$ cat src/rtl/pdc_pkg.sv
package pdc_pkg;

    localparam int TICK_W = 16;
    localparam int WIDE_W = TICK_W + 1;

    typedef logic [TICK_W-1:0] tick_t;
    typedef logic [WIDE_W-1:0] wide_t;

    // Period and duty travelling together through the datapath.
    typedef struct packed {
        tick_t period;
        tick_t duty;
    } cond_t;

    // Absolute value of a signed request; the most negative code maps to 2^(W-1).
    function automatic tick_t mag_of(input logic signed [TICK_W-1:0] v);
        tick_t r;
        if (v[TICK_W-1]) r = tick_t'(-v);
        else             r = tick_t'(v);
        return r;
    endfunction

    function automatic tick_t max_of(input tick_t a, input tick_t b);
        return (a > b) ? a : b;
    endfunction

    function automatic tick_t min_of(input tick_t a, input tick_t b);
        return (a < b) ? a : b;
    endfunction

    function automatic wide_t widen(input tick_t a);
        return {1'b0, a};
    endfunction

endpackage

$ cat src/rtl/pdc_period_stage.sv
module pdc_period_stage
    import pdc_pkg::*;
(
    input  tick_t period_req,
    input  tick_t min_period,
    input  tick_t duty_req,
    output cond_t target
);
    tick_t per_c;
    tick_t mag;

    always_comb begin
        per_c         = max_of(period_req, min_period);
        mag           = mag_of(duty_req);
        target.period = per_c;
        target.duty   = min_of(mag, per_c);
    end
endmodule

$ cat src/rtl/pdc_slew_stage.sv
module pdc_slew_stage
    import pdc_pkg::*;
#(
    parameter bit SLEW_EN = 1'b1
) (
    input  tick_t prev,
    input  cond_t target,
    input  tick_t step,
    input  logic  en,
    output tick_t next
);
    tick_t stepped;

    generate
        if (SLEW_EN) begin : g_slew
            tick_t diff;
            always_comb begin
                if (!en) begin
                    diff    = '0;
                    stepped = target.duty;
                end else if (target.duty >= prev) begin
                    diff    = target.duty - prev;
                    stepped = (diff > step) ? prev + step : target.duty;
                end else begin
                    diff    = prev - target.duty;
                    stepped = (diff > step) ? prev - step : target.duty;
                end
            end
        end else begin : g_pass
            logic unused_ok;
            assign unused_ok = en ^ (^step) ^ (^prev);
            assign stepped   = target.duty;
        end
    endgenerate

    // A shrinking period cuts a state that now lies beyond it.
    assign next = min_of(stepped, target.period);
endmodule

$ cat src/rtl/pdc_coerce_stage.sv
module pdc_coerce_stage
    import pdc_pkg::*;
(
    input  tick_t slewed,
    input  tick_t period,
    input  tick_t limit,
    output tick_t duty
);
    wide_t upper;

    always_comb begin
        upper = widen(slewed) + widen(limit);
        if (slewed < limit)
            duty = '0;              // zero wins when both apply
        else if (upper > widen(period))
            duty = period;
        else
            duty = slewed;
    end
endmodule

$ cat src/rtl/pwm_duty_conditioner.sv
module pwm_duty_conditioner
    import pdc_pkg::*;
#(
    parameter bit SLEW_EN = 1'b1
) (
    input  logic                      clk,
    input  logic                      rst,
    input  logic                      cycle_start_i,
    input  logic [pdc_pkg::TICK_W-1:0] period_req_i,
    input  logic [pdc_pkg::TICK_W-1:0] duty_req_i,
    input  logic [pdc_pkg::TICK_W-1:0] min_period_i,
    input  logic [pdc_pkg::TICK_W-1:0] duty_limit_i,
    input  logic [pdc_pkg::TICK_W-1:0] rate_step_i,
    input  logic                      rate_en_i,
    output logic [pdc_pkg::TICK_W-1:0] period_o,
    output logic [pdc_pkg::TICK_W-1:0] duty_o
);
    cond_t target;
    tick_t slew_q;
    tick_t slew_nx;
    tick_t duty_nx;
    cond_t out_q;

    pdc_period_stage u_period (
        .period_req (period_req_i),
        .min_period (min_period_i),
        .duty_req   (duty_req_i),
        .target     (target)
    );

    pdc_slew_stage #(.SLEW_EN(SLEW_EN)) u_slew (
        .prev   (slew_q),
        .target (target),
        .step   (rate_step_i),
        .en     (rate_en_i),
        .next   (slew_nx)
    );

    pdc_coerce_stage u_coerce (
        .slewed (slew_nx),
        .period (target.period),
        .limit  (duty_limit_i),
        .duty   (duty_nx)
    );

    always_ff @(posedge clk) begin
        if (rst) begin
            out_q.period <= min_period_i;
            out_q.duty   <= '0;
            slew_q       <= '0;
        end else if (cycle_start_i) begin
            out_q.period <= target.period;
            out_q.duty   <= duty_nx;
            slew_q       <= slew_nx;
        end
    end

    assign period_o = out_q.period;
    assign duty_o   = out_q.duty;

    a_r1_reset_clears: assert property (@(posedge clk)
        rst |=> (duty_o == '0) && (slew_q == '0));

    a_r2_hold_between_starts: assert property (@(posedge clk) disable iff (rst)
        !cycle_start_i |=> $stable(period_o) && $stable(duty_o));

    a_r3_period_floor: assert property (@(posedge clk) disable iff (rst)
        cycle_start_i |=> (period_o >= $past(min_period_i)) && (period_o >= $past(period_req_i)));

    a_r12_duty_within_period: assert property (@(posedge clk) disable iff (rst)
        duty_o <= period_o);

    a_r10_no_narrow_pulse: assert property (@(posedge clk) disable iff (rst)
        cycle_start_i |=> (duty_o == '0) || (duty_o == period_o) ||
            ((duty_o >= $past(duty_limit_i)) &&
             (widen(duty_o) + widen($past(duty_limit_i)) <= widen(period_o))));

    generate
        if (SLEW_EN) begin : g_slew_chk
            tick_t prev_slew;
            tick_t step_d;
            logic  chk_armed;
            always_ff @(posedge clk) begin
                if (rst) begin
                    chk_armed <= 1'b0;
                    prev_slew <= '0;
                    step_d    <= '0;
                end else begin
                    chk_armed <= cycle_start_i && rate_en_i && (slew_q <= target.period);
                    prev_slew <= slew_q;
                    step_d    <= rate_step_i;
                end
            end
            a_r6_slew_step: assert property (@(posedge clk) disable iff (rst)
                chk_armed |-> ((slew_q >= prev_slew) ? (slew_q - prev_slew) : (prev_slew - slew_q)) <= step_d);
        end
    endgenerate
endmodule

$ cat config.mk
export PLATFORM = sky130hd
export DESIGN_NAME = pwm_duty_conditioner
export DESIGN_NICKNAME = d
export VERILOG_FILES = /design/src/rtl/pdc_pkg.sv /design/src/rtl/pdc_period_stage.sv /design/src/rtl/pdc_slew_stage.sv /design/src/rtl/pdc_coerce_stage.sv /design/src/rtl/pwm_duty_conditioner.sv
export SDC_FILE = /design/constraint.sdc
export NUM_CORES = 1
export LEC_CHECK = 0
export BUFFER_PORTS_ARGS = -buffer_cell sky130_fd_sc_hd__buf_2
export CORE_MARGIN = 4
export CORE_UTILIZATION = 36
export CTS_CLUSTER_DIAMETER = 200
export DETAILED_ROUTE_END_ITERATION = 8
export PLACE_DENSITY = 0.52
export REMOVE_ABC_BUFFERS = 1
export SYNTH_ARGS = -nofsm -noshare
export SYNTH_HDL_FRONTEND = slang
export SYNTH_SLANG_ARGS = --single-unit
$ cat constraint.sdc
create_clock -name clk -period 21.9 [get_ports clk]
set_input_delay 3.285 -clock clk [delete_from_list [all_inputs] [get_ports clk]]
set_output_delay 3.285 -clock clk [all_outputs]
set_load 0.05 [all_outputs]
### Yosys cells after proc, flatten, opt, wreduce, memory -nomap -nowiden

Index checks and enable logic that the tools add are counted.

| storage, ports and cells | value |
|---|---|
| bits in registers | 48 |
| bits in latches | 0 |
| RAM bits | 0 |
| bits in read-only memories | 0 |
| input bits | 84 |
| output and inout port bits | 32 |
| word-level logic and storage cells | 30 |
| memories kept | 0 |

| operators by class | value |
|---|---|
| add/sub/neg operators | 6 |
| multipliers | 0 |
| div/mod/pow operators | 0 |
| order comparisons | 8 |
| eq/ne operators | 0 |
| shift-type cells | 0 |
| multiplexer cells | 12 |
| bitwise gates (word level) | 0 |
| reductions and logical operators | 1 |

Operators with widths:

| kind | number |
|---|---|
| 16-bit 2-to-1 mux | 10 |
| 32-bit 2-to-1 mux | 2 |
| 16-bit > comparator | 3 |
| 16-bit less-than comparator | 3 |
| 16-bit subtractor | 3 |
| 16-bit by 16-bit adder with 17-bit output | 1 |
| 17-bit by 16-bit > comparator with 1-bit output | 1 |
| 16-bit adder | 1 |
| 16-bit >= comparator | 1 |
| 16-bit negation | 1 |
| 2-bit nonzero test | 1 |

### Depth between registers and ports, before layout

Gate-level depths: netlist of run 1.

| depth | value |
|---|---|
| depth in word-level cells | 17 |
| gate-level depth with buffers | 82 |
| mapped depth without buffers | 74 |

### Cells and area by module

Synthesis of run 1 repeated with hierarchy kept, for this count alone.

| unflattened totals | value |
|---|---|
| cells, all modules | 1,251 |
| area, all modules | 9,829.4 um^2 |

By module, submodules not included:

| module | instances | cells each | area an instance (um^2) | sequential area each (um^2) |
|---|---|---|---|---|
| pdc_slew_stage | 1 | 627 | 4,538.1 | 0.0 |
| pdc_coerce_stage | 1 | 268 | 1,913.1 | 0.0 |
| pwm_duty_conditioner | 1 | 145 | 1,813.0 | 1,121.1 |
| pdc_period_stage | 1 | 211 | 1,565.3 | 0.0 |

### Worst setup path after synthesis of run 1

OpenSTA, ideal clock, no wires.

| path | value |
|---|---|
| path type | input port to flip-flop |
| start point | input port min_period_i[13] in the netlist's numbering |
| end point | register out_q, in the netlist duty_o[13] |
| library setup time | 0.095 ns |
| data arrival time | 17.198 ns |
| data required time | 21.805 ns |
| slack | 4.607 ns |
| stages | 77 |
| path buffers | 10 |
| path through | inv_1 -> ha_1 -> nand4_2 -> nor4_1 -> a21bo_2 -> a31oi_4 -> buf_6 -> buf_2 -> mux2i_1 -> ha_1 -> and4_1 -> a21oi_1 -> nand2_1 -> a211oi_1 -> nand2_2 -> buf_2 -> nor2_1 -> a21oi_1 -> (+41 left out) -> nor2_1 -> nor2_1 -> o21bai_1 -> xnor2_1 -> ha_1 -> a21o_1 -> a21o_1 -> a21o_1 -> a21o_1 -> a221o_1 -> a21oi_1 -> o211ai_1 -> nand2_1 -> and3_1 -> buf_1 -> clkbuf_1 -> nand4_1 -> o311ai_1 |

| between the ends | value |
|---|---|
| cells in the longest elaborated chain, start to end | 15 |
| elaborated cells on any way between the ends | 20 |
| those cells by class | add/sub (3); order compare (8); mux (9) |

RTL lines:

| item | line | source |
|---|---|---|
| start, declared | pwm_duty_conditioner.sv:11 | `input logic [pdc_pkg::TICK_W-1:0] min_period_i,` |
| 16-bit > comparator | pdc_pkg.sv:24 | `return (a > b) ? a : b;` |
| 16-bit 2-to-1 mux (*) | pdc_pkg.sv:24 |  |
| 16-bit less-than comparator | pdc_pkg.sv:28 | `return (a < b) ? a : b;` |
| 16-bit 2-to-1 mux | pdc_pkg.sv:28 |  |
| 16-bit subtractor, on equally long branches | pdc_slew_stage.sv:25, pdc_slew_stage.sv:22 |  |
| 16-bit > comparator, on equally long branches | pdc_slew_stage.sv:26, pdc_slew_stage.sv:23 |  |
| 16-bit 2-to-1 mux, on equally long branches | pdc_slew_stage.sv:26, pdc_slew_stage.sv:23 |  |
| 16-bit 2-to-1 mux | pdc_slew_stage.sv:21 | `end else if (target.duty >= prev) begin` |
| 16-bit 2-to-1 mux | pdc_slew_stage.sv:18 | `if (!en) begin` |
| 16-bit less-than comparator | pdc_pkg.sv:28 |  |
| 16-bit 2-to-1 mux (*) | pdc_pkg.sv:28 |  |
| via slew_nx[0] | pwm_duty_conditioner.sv:20 | `tick_t slew_nx;` |
| 16-bit by 16-bit adder with 17-bit output | pdc_coerce_stage.sv:12 | `upper = widen(slewed) + widen(limit);` |
| 17-bit by 16-bit > comparator with 1-bit output | pdc_coerce_stage.sv:15 | `else if (upper > widen(period))` |
| 16-bit 2-to-1 mux | pdc_coerce_stage.sv:15 |  |
| 16-bit 2-to-1 mux (*) | pdc_coerce_stage.sv:13 | `if (slewed < limit)` |
| end, declared | pwm_duty_conditioner.sv:22 | `cond_t out_q;` |

The timed path passes the listed nets; every way through them passes the cells marked *.
A chain may end at the register's enable or synchronous reset.

### Worst setup path in the final report of run 1

| path | value |
|---|---|
| start point | input port min_period_i[15] in the netlist's numbering |
| end point | register out_q, in the netlist duty_o[2] |

Same word-level chain as after synthesis.

==> metrics.yaml, run 1 <==
run_status:
  status: "complete, no violations"
global_routing:
  grt_pass1_wl_mm: 51.7
  overflow: 0
  grt_max_degree: 35
  antenna_found_initial: 0
  grt_usage_pct: 22.5
  grt_pass1_vias: 9485
routing:
  vias_per_cell: 5.61
  num_vias: 9369
  drc_errors: 0
  wl_mm: 33.3
  dr.pass1.iters: 6
  drt_iter0_markers: 750
  wl_per_cell_um: 19.9
  ant_nets: 0
worst_hold_path:
  min_from: "duty_o[14]"
  hp-class: "flop to flop"
  min_to: "duty_o[14]"
  hold_path_depth: 2
die:
  rows: 59
  dieArea_um2: 29100
  start_util_pct: 36.6
  die_h_um: 170
  dieWidth_um: 170
  io-pin-count: 116
  core_area_um2: 26000
final_layout:
  nFillCells: 2835
  layout-drive-gt1-share_pct: 12.9
  nets: 1609
  multi_input_area_um2: 7630
  antenna_cells: 0
  final_cell_mix: "ha_1 (185), inv_1 (136), buf_2 (115)"
  mostFrequentLayoutCell: "ha_1"
  ff_latch_area_um2: 1120
  finalNonFillerCells: 1671
  area_delta_synth_final_pct: 10.8
worst_setup_path:
  max_stage_delay_ps: 920
  crit_path_end_kind: "flop"
  critPathRequiredTime_ps: 22100
  crit_type: "input port to flop"
  cpMaxStageDelayCell: "nor4_1"
  r2r-end: "duty_o[2]"
  rrSetupSlack_ps: 9320
  cpMostUsedCell: "a21oi_1"
  cp-start-kind: "input port"
  r2r_cells: 55
  timing.rr.start: "slew_q[1]"
  crit_fanout: 20
  crit_arrival_ps: 20520
cts:
  htree_levels: 2
  numCtsBuffers: 5
  clk_path_buf_depth: 2
  clk_pin_slew_ps: 80
  cts_resized: 0
  cts_root_buf: "clkbuf_16"
  cts_setup_buffers: 0
  hold_buffers: 0
  clock-sinks: 48
  worstSkewPairLatency_ps: 320
  cts_tree: "built"
job:
  max-cap-violations: 0
yosys:
  avgSynthCellArea_um2: 7.62
  ys_warn_count: 0
  synth_edf_count: 16
  synth_ff_type: "dfxtp_1"
  ys_types: 89
  syn_inst: 1247
  async_reset_ff_share_pct: 0
  ys_ff_latch: 48
  netlist_area_um2: 9500
  synth-seq-area-share_pct: 11.8
sta:
  fin_crit_sh_pct: 92.8
  tightest_slew_ps: 1150
  rsz0062_at_grt: "no"
  slew_headroom_pct: 23.7
  clock_skew_ps: 8.51
  fmax_ghz: 0.0492
  final-setup-viol-count: 0
  finalHoldViolations: 0
  timing.final.crit_period_ps: 20320
  finalMaxSlewViolations: 0
  finalSetupTns_ps: 0
place:
  hpwl_mm: 27.4
  placed_cells: 1662
  io_buffers: 115
  gp_congestion: 0.939
==> worst max path at each step <==
stage / start / end / slack (ps) / depth (start not counted)
floorplan: min_period_i[13] / duty_o[0] / 4330 / 69
global placement: min_period_i[15] / duty_o[2] / 910 / 69
detailed placement: min_period_i[15] / duty_o[2] / 740 / 70
CTS: min_period_i[15] / duty_o[2] / 980 / 70
global route: min_period_i[15] / duty_o[2] / 270 / 70
finish: min_period_i[15] / duty_o[2] / 1580 / 71
==> per-layer routing <==
layer,vias to the layer above,global-route usage [%],share of wire [%]
met1,4402,29.5,45
li1,4690,-,-
met3,36,2.23,4.1
met2,241,39.4,48
met5,-,0,0
met4,0,6.39,2.7
==> through the flow <==
stage	area [um2]	hold slack, ps	setup WS (ps)	utilization [%]
3_5_place_dp	10300	447	738	39.8
4_1_cts	10500	466	978	40.4
5_1_grt	10500	509	274	40.5
3_3_place_gp	10300	461	908	39.8
6_report	10500	478	1580	40.5
2_1_floorplan	9250	477	4330	-
==> critical path, delay by kind of cell <==
family / cells / cell delay, ps
multiplexers: 1 / 720
adder cells (fa/ha/maj): 8 / 2470
XOR/XNOR: 2 / 330
buffers and inverters: 2 / 140
AO/OA/AOI/OAI: 40 / 10000
AND/OR/NAND/NOR: 18 / 3540
==> logic make-up after synthesis <==
group                      synth area share (%)
adders and majority gates                  25.6
and+or+nand+nor                            18.8
DFF                                        11.8
xor gates and xnor gates                   5.62
buffers and inverters                      8.14
AOI/OAI and AO/OA                          25.8
muxes                                      4.21
==> sequential cells by signal, summed over array words and instances (netlist names) <==
register and cells:
period_o 16, duty_o 16, slew_q 16
==> synth_stat cells (7+ instances only) <==
library cell / count / area share, %
clkbuf_1: 30 / 1.2
xnor2_1: 37 / 3.4
nand2_1: 103 / 4.1
o211ai_1: 9 / 0.71
a21oi_1: 90 / 4.7
xor2_1: 24 / 2.2
nor2b_1: 25 / 1.6
nor2_1: 97 / 3.8
o21ai_0: 71 / 3.7
o31ai_1: 8 / 0.63
a31oi_1: 7 / 0.46
nor3_1: 28 / 1.5
mux2i_1: 25 / 2.6
dfxtp_1: 32 / 6.7
a211oi_1: 7 / 0.55
nand3_1: 12 / 0.63
inv_1: 136 / 5.4
ha_1: 185 / 24
a21o_1: 27 / 2.1
o21a_1: 17 / 1.3
o22ai_1: 8 / 0.53
nand4_1: 31 / 2.0
o311ai_1: 13 / 1.2
edfxtp_1: 16 / 5.1
buf_6: 7 / 0.83
or3_1: 15 / 0.99
and3_1: 7 / 0.46
nand2b_1: 21 / 1.4
==> layout make-up <==
type,count,share of cell area (%)
inverters,139,4.96
multi-input cells,1013,72.4
flip-flops and latches,48,10.6
clock buffers,5,1.19
clock inverters,3,0.404
well taps,335,3.98
repair buffers,128,6.39
Power of run 1 is left out: the tool's default activity adds up to more than one toggle a clock period on the data nets, which glitch-free logic cannot reach.
==> run 2, diff against run 1 <==
--- a/config.mk
+++ b/config.mk
@@ -10,6 +10,7 @@
 export CORE_UTILIZATION = 36
 export CTS_CLUSTER_DIAMETER = 200
 export DETAILED_ROUTE_END_ITERATION = 8
+export MAX_ROUTING_LAYER = met4
 export PLACE_DENSITY = 0.52
 export REMOVE_ABC_BUFFERS = 1
 export SYNTH_ARGS = -nofsm -noshare
==> run 2 against run 1 <==
Compared with the run above:
- global-route usage grew 0.55 points
- critical path depth fell by 2
- clock-buffer cell count unchanged
- sequential share of layout area hardly changed
- worst hold slack better by 10 ps
- fmax is 1.1% lower
- largest cell class unchanged
- highest routed layer unchanged
==> metrics.yaml, run 2 (synthesized netlist as in run 1, its figures left out) <==
die:
  dieWidth_um: 170  # unchanged
  core_area_um2: 26000  # unchanged
  dieArea_um2: 29100  # unchanged
  io-pin-count: 116  # unchanged
  rows: 59  # unchanged
  die_h_um: 170  # unchanged
  start_util_pct: 36.6  # unchanged
worst_setup_path:
  critPathRequiredTime_ps: 22110  # about the same
  crit_buf_inv: 3  # +1
  crit_type: "input port to flop"
  crit_fanout: 32  # +60%
  crit_arrival_ps: 20770  # +250 ps
  path_delay_family: "compound AO/OA/AOI/OAI gates"
  cpMaxStageDelayCell: "nor4_1"
  max_stage_delay_ps: 960  # +40 ps
  crit_path_end_kind: "flop"
  cp-start-kind: "input port"
sta:
  slew_headroom_pct: 20.0  # -3.7 points
  finalMaxSlewViolations: 0  # unchanged
  timing.final.crit_period_ps: 20560  # +236 ps
  fin_crit_sh_pct: 93.9  # +1.1 points
  final-setup-viol-count: 0  # unchanged
  rsz0062_at_grt: "no"
  finalHoldViolations: 0  # unchanged
  tightest_slew_ps: 1200  # +55.5 ps
  clock_skew_ps: 6.43  # -2.08 ps
  fmax_ghz: 0.0486  # -1.1%
  whs_ps: 489  # +10.4 ps
  finalSetupTns_ps: 0  # unchanged
global_routing:
  grtUsageMet3_pct: 2.51  # +0.28 points
  grt_usage_pct: 23.1  # +0.55 points
  use_met2_pct: 37.5  # -1.9 points
  grt_pass1_wl_mm: 51.1  # -1.2%
  grt_pass1_vias: 9245  # -2.5%
  grt_use_met1_pct: 30.1  # +0.60 points
  overflow: 0  # unchanged
  antenna_found_initial: 0  # unchanged
  top_usage_layer: "met2"
  grt_max_degree: 35  # unchanged
cts:
  cts_resized: 0  # unchanged
  clock-sinks: 48  # unchanged
  htree_levels: 2  # unchanged
  worstSkewPairLatency_ps: 310  # about the same
  cts_setup_buffers: 0  # unchanged
  clk_pin_slew_ps: 80  # about the same
  clk_path_buf_depth: 2  # unchanged
  cts_root_buf: "clkbuf_16"
  cts_tree: "built"
  numCtsBuffers: 5  # unchanged
  hold_buffers: 0  # unchanged
place:
  hpwl_mm: 27.6  # +0.66%
  gp_congestion: 0.927  # -1.2%
  io_buffers: 115  # unchanged
  placed_cells: 1662  # unchanged
  post_dp_cell_area_um2: 10300  # unchanged
routing:
  num_vias: 9318  # -0.54%
  vias_per_cell: 5.58  # -0.48%
  drc_errors: 0  # unchanged
  wl_per_cell_um: 19.7  # -1.3%
  ant_nets: 0  # unchanged
  wl_mm: 32.9  # -1.3%
  dr.pass1.iters: 5  # -1
  drt_iter0_markers: 682  # -9.1%
final_layout:
  final_cell_mix: "ha_1 (185), inv_1 (136), buf_2 (115)"
  layout-drive-gt1-share_pct: 12.6  # -0.36 points
  nets: 1608  # -0.062%
  finalNonFillerCells: 1670  # -0.060%
  design_area_um2: 10500  # -0.19%
  area_delta_synth_final_pct: 10.6
  mostFrequentLayoutCell: "ha_1"
  antenna_cells: 0  # unchanged
  nFillCells: 2728  # -3.8%
run_status:
  status: "complete, no violations"
job:
  max-cap-violations: 0  # unchanged
worst_hold_path:
  hp-class: "flop to flop"
run 2: cell count changes in the layout (fill, tap and decap cells not counted):
| cell | before | now |
|---|---|---|
| mux2i_2 | 5 | 3 |
| o221a_2 | 1 | 0 |
| clkinv_4 | 0 | 1 |
| clkinv_1 | 2 | 3 |
| o221a_1 | 1 | 2 |
| clkinvlp_4 | 1 | 0 |
| clkinv_2 | 1 | 0 |
| a31oi_2 | 2 | 1 |
| mux2i_1 | 23 | 25 |
run 2: path summary, 6_finish.rpt:
path	start	end	slack (ps)	cells after the start
worst max register to register	slew_q[1]	duty_o[2]	9410	54
worst max-delay path	min_period_i[15]	duty_o[2]	1340	69
worst min-delay path	duty_o[14]	duty_o[14]	490	2
worst min register to register	duty_o[14]	duty_o[14]	490	2
run 2: per-layer routing:
metal  part of all wire (%)  up-vias
li1                       -     4686
met1                     46     4339
met2                     47      244
met3                    3.6       49
met4                    3.3        0
met5                      0        -
run 2: through the flow:
step / util [%] / setup slack, ps
after floorplan: - / 4330
after global placement: 39.8 / 1380
after detailed placement: 39.8 / 1150
after CTS: 40.4 / 1470
after global routing: 40.4 / 183
final: 40.4 / 1340
run 2: final cells by class:
class	instances	area [um2]	share of cell area, %
Sequential cell	48	1120	10.7
Clock buffer	5	125	1.19
Multi-Input combinational cell	1012	7610	72.4
Inverter	139	522	4.96
Clock inverter	3	42.5	0.405
Timing Repair Buffer	128	673	6.41
Tap cell	335	419	3.99
run 2: tightest hold or removal path: cells and delay by family (launching register included):
| kind | cells | cell delay (ps) |
|---|---|---|
| AO/OA/AOI/OAI | 1 | 70 |
| flip-flops | 1 | 330 |
| AND/OR/NAND/NOR | 1 | 60 |
Power of run 2 is left out for the same reason.
==> run 3, diff against run 2 <==
--- a/config.mk
+++ b/config.mk
@@ -6,12 +6,14 @@
 export NUM_CORES = 1
 export LEC_CHECK = 0
 export BUFFER_PORTS_ARGS = -buffer_cell sky130_fd_sc_hd__buf_2
+export CELL_PAD_IN_SITES_DETAIL_PLACEMENT = 0
+export CELL_PAD_IN_SITES_GLOBAL_PLACEMENT = 2
 export CORE_MARGIN = 4
-export CORE_UTILIZATION = 36
+export CORE_UTILIZATION = 35
 export CTS_CLUSTER_DIAMETER = 200
 export DETAILED_ROUTE_END_ITERATION = 8
 export MAX_ROUTING_LAYER = met4
-export PLACE_DENSITY = 0.52
+export PLACE_DENSITY = 0.8
 export REMOVE_ABC_BUFFERS = 1
 export SYNTH_ARGS = -nofsm -noshare
 export SYNTH_HDL_FRONTEND = slang
==> run 3 against run 2 <==
Compared with the run above:
- cell area barely moved
- non-clock buffer count down 1
- sequential share of layout area is essentially flat
- worst setup slack improved by 35 ps
- final cell count grew 0.30%
- register-to-register slack got worse by 290 ps
- fmax grew 0.17%
- critical path depth decreased by 2
- first-iteration DRC count down 9.4%
- critical endpoint unchanged
- highest routed layer unchanged
==> metrics.yaml, run 3 (synthesized netlist as in run 1, its figures left out) <==
run_status:
  status: "complete, no violations"
cts:
  cts_setup_buffers: 0  # unchanged
  cts_root_buf: "clkbuf_16"
  numCtsBuffers: 5  # unchanged
  worstSkewPairLatency_ps: 300  # about the same
  cts_tree: "built"
  clk_path_buf_depth: 2  # unchanged
  clock-sinks: 48  # unchanged
  hold_buffers: 0  # unchanged
  clk_pin_slew_ps: 80  # about the same
  htree_levels: 2  # unchanged
  cts_resized: 0  # unchanged
die:
  start_util_pct: 35.4  # -1.1 points
  die_h_um: 173  # +1.4%
  core_area_um2: 26800  # +3.1%
  dieWidth_um: 173  # +1.4%
  rows: 60  # +1.7%
  dieArea_um2: 29800  # +2.7%
  io-pin-count: 116  # unchanged
sta:
  fmax_ghz: 0.0487  # +0.17%
  final-setup-viol-count: 0  # unchanged
  finalHoldViolations: 0  # unchanged
  finalSetupTns_ps: 0  # unchanged
  slew_headroom_pct: 20.9  # +0.99 points
  clock_skew_ps: 4.79  # -1.64 ps
  timing.final.crit_period_ps: 20520  # -35.3 ps
  finalMaxSlewViolations: 0  # unchanged
  fin_crit_sh_pct: 93.7  # -0.16 points
  setup_slack_ps: 1380  # +35.3 ps
  rsz0062_at_grt: "no"
  tightest_slew_ps: 1180  # -19.2 ps
worst_setup_path:
  crit_fanout: 20  # -38%
  crit_arrival_ps: 20710  # -60 ps
  cpMaxStageDelayCell: "a31oi_4"
  max_stage_delay_ps: 760  # -200 ps
  cp-start-kind: "input port"
  crit_path_end_kind: "flop"
  cpMostUsedCell: "a21oi_1"
  critPathRequiredTime_ps: 22090  # -20 ps
  crit_type: "input port to flop"
job:
  max-cap-violations: 0  # unchanged
routing:
  dr.pass1.iters: 5  # unchanged
  drt_iter0_markers: 618  # -9.4%
  num_vias: 9309  # -0.097%
  ant_nets: 0  # unchanged
  drc_errors: 0  # unchanged
  wl_mm: 33.5  # +2.0%
  vias_per_cell: 5.56  # -0.39%
  wl_per_cell_um: 20.0  # +1.7%
global_routing:
  grt_max_degree: 35  # unchanged
  overflow: 0  # unchanged
  grt_pass1_vias: 9296  # +0.55%
  antenna_found_initial: 0  # unchanged
  grt_usage_pct: 22.2  # -0.87 points
  grt_pass1_wl_mm: 51.8  # +1.5%
final_layout:
  layout-drive-gt1-share_pct: 12.6  # about the same
  area_delta_synth_final_pct: 10.5  # about the same
  mostFrequentLayoutCell: "ha_1"
  antenna_cells: 0  # unchanged
  nets: 1607  # -0.062%
  post-route-util_pct: 39.2  # -1.3 points
  final_cell_mix: "ha_1 (185), inv_1 (136), buf_2 (115)"
  finalNonFillerCells: 1675  # +0.30%
  nFillCells: 2849  # +4.4%
worst_hold_path:
  hp-class: "flop to flop"
place:
  gp_congestion: 0.925  # -0.26%
  placed_cells: 1667  # +0.30%
  place_ws_ps: 1100  # -51.3 ps
  hpwl_mm: 28.2  # +2.3%
  io_buffers: 115  # unchanged
==> run 3: final timing paths <==
check                           cells past startpoint  slack (ps)              from    endpoint
worst min-delay path                                2         490        duty_o[15]  duty_o[15]
worst max-delay path                               67        1380  min_period_i[13]   duty_o[2]
worst min register to register                      2         490        duty_o[15]  duty_o[15]
worst max register to register                     54        9120         slew_q[1]   duty_o[2]
==> run 3: through the flow <==
| stage | cell area [um2] | hold WS, ps |
|---|---|---|
| floorplan | 9250 | 477 |
| global placement | 10300 | 458 |
| detailed placement | 10300 | 475 |
| CTS | 10500 | 502 |
| global route | 10500 | 528 |
| finish | 10500 | 493 |
==> run 3: area by class of cell <==
| cell class | instances | area (um2) | area share, % |
|---|---|---|---|
| Clock buffer | 6 | 150 | 1.43 |
| Clock inverter | 2 | 11.3 | 0.107 |
| Inverter | 139 | 522 | 4.97 |
| Multi-Input combinational cell | 1012 | 7610 | 72.4 |
| Sequential cell | 48 | 1120 | 10.7 |
| Tap cell | 341 | 427 | 4.06 |
| Timing Repair Buffer | 127 | 666 | 6.34 |
==> run 3: critical path: cells and delay by family <==
kind	cells	cell delay, ps
mux	2	1100
buf+inv	3	270
simple gates	16	3330
compound gates	36	9720
xor+xnor	2	270
fa+ha+maj	8	2710
==> run 3: layer usage <==
layer | up-vias | wire, um | global-route usage [%]
li1 | 4685 | - | -
met3 | 45 | 1430 | 1.79
met5 | - | 0 | -
met4 | 0 | 1080 | 6.98
met2 | 255 | 15700 | 37.6
met1 | 4324 | 15300 | 28.4
Power of run 3 is left out for the same reason.
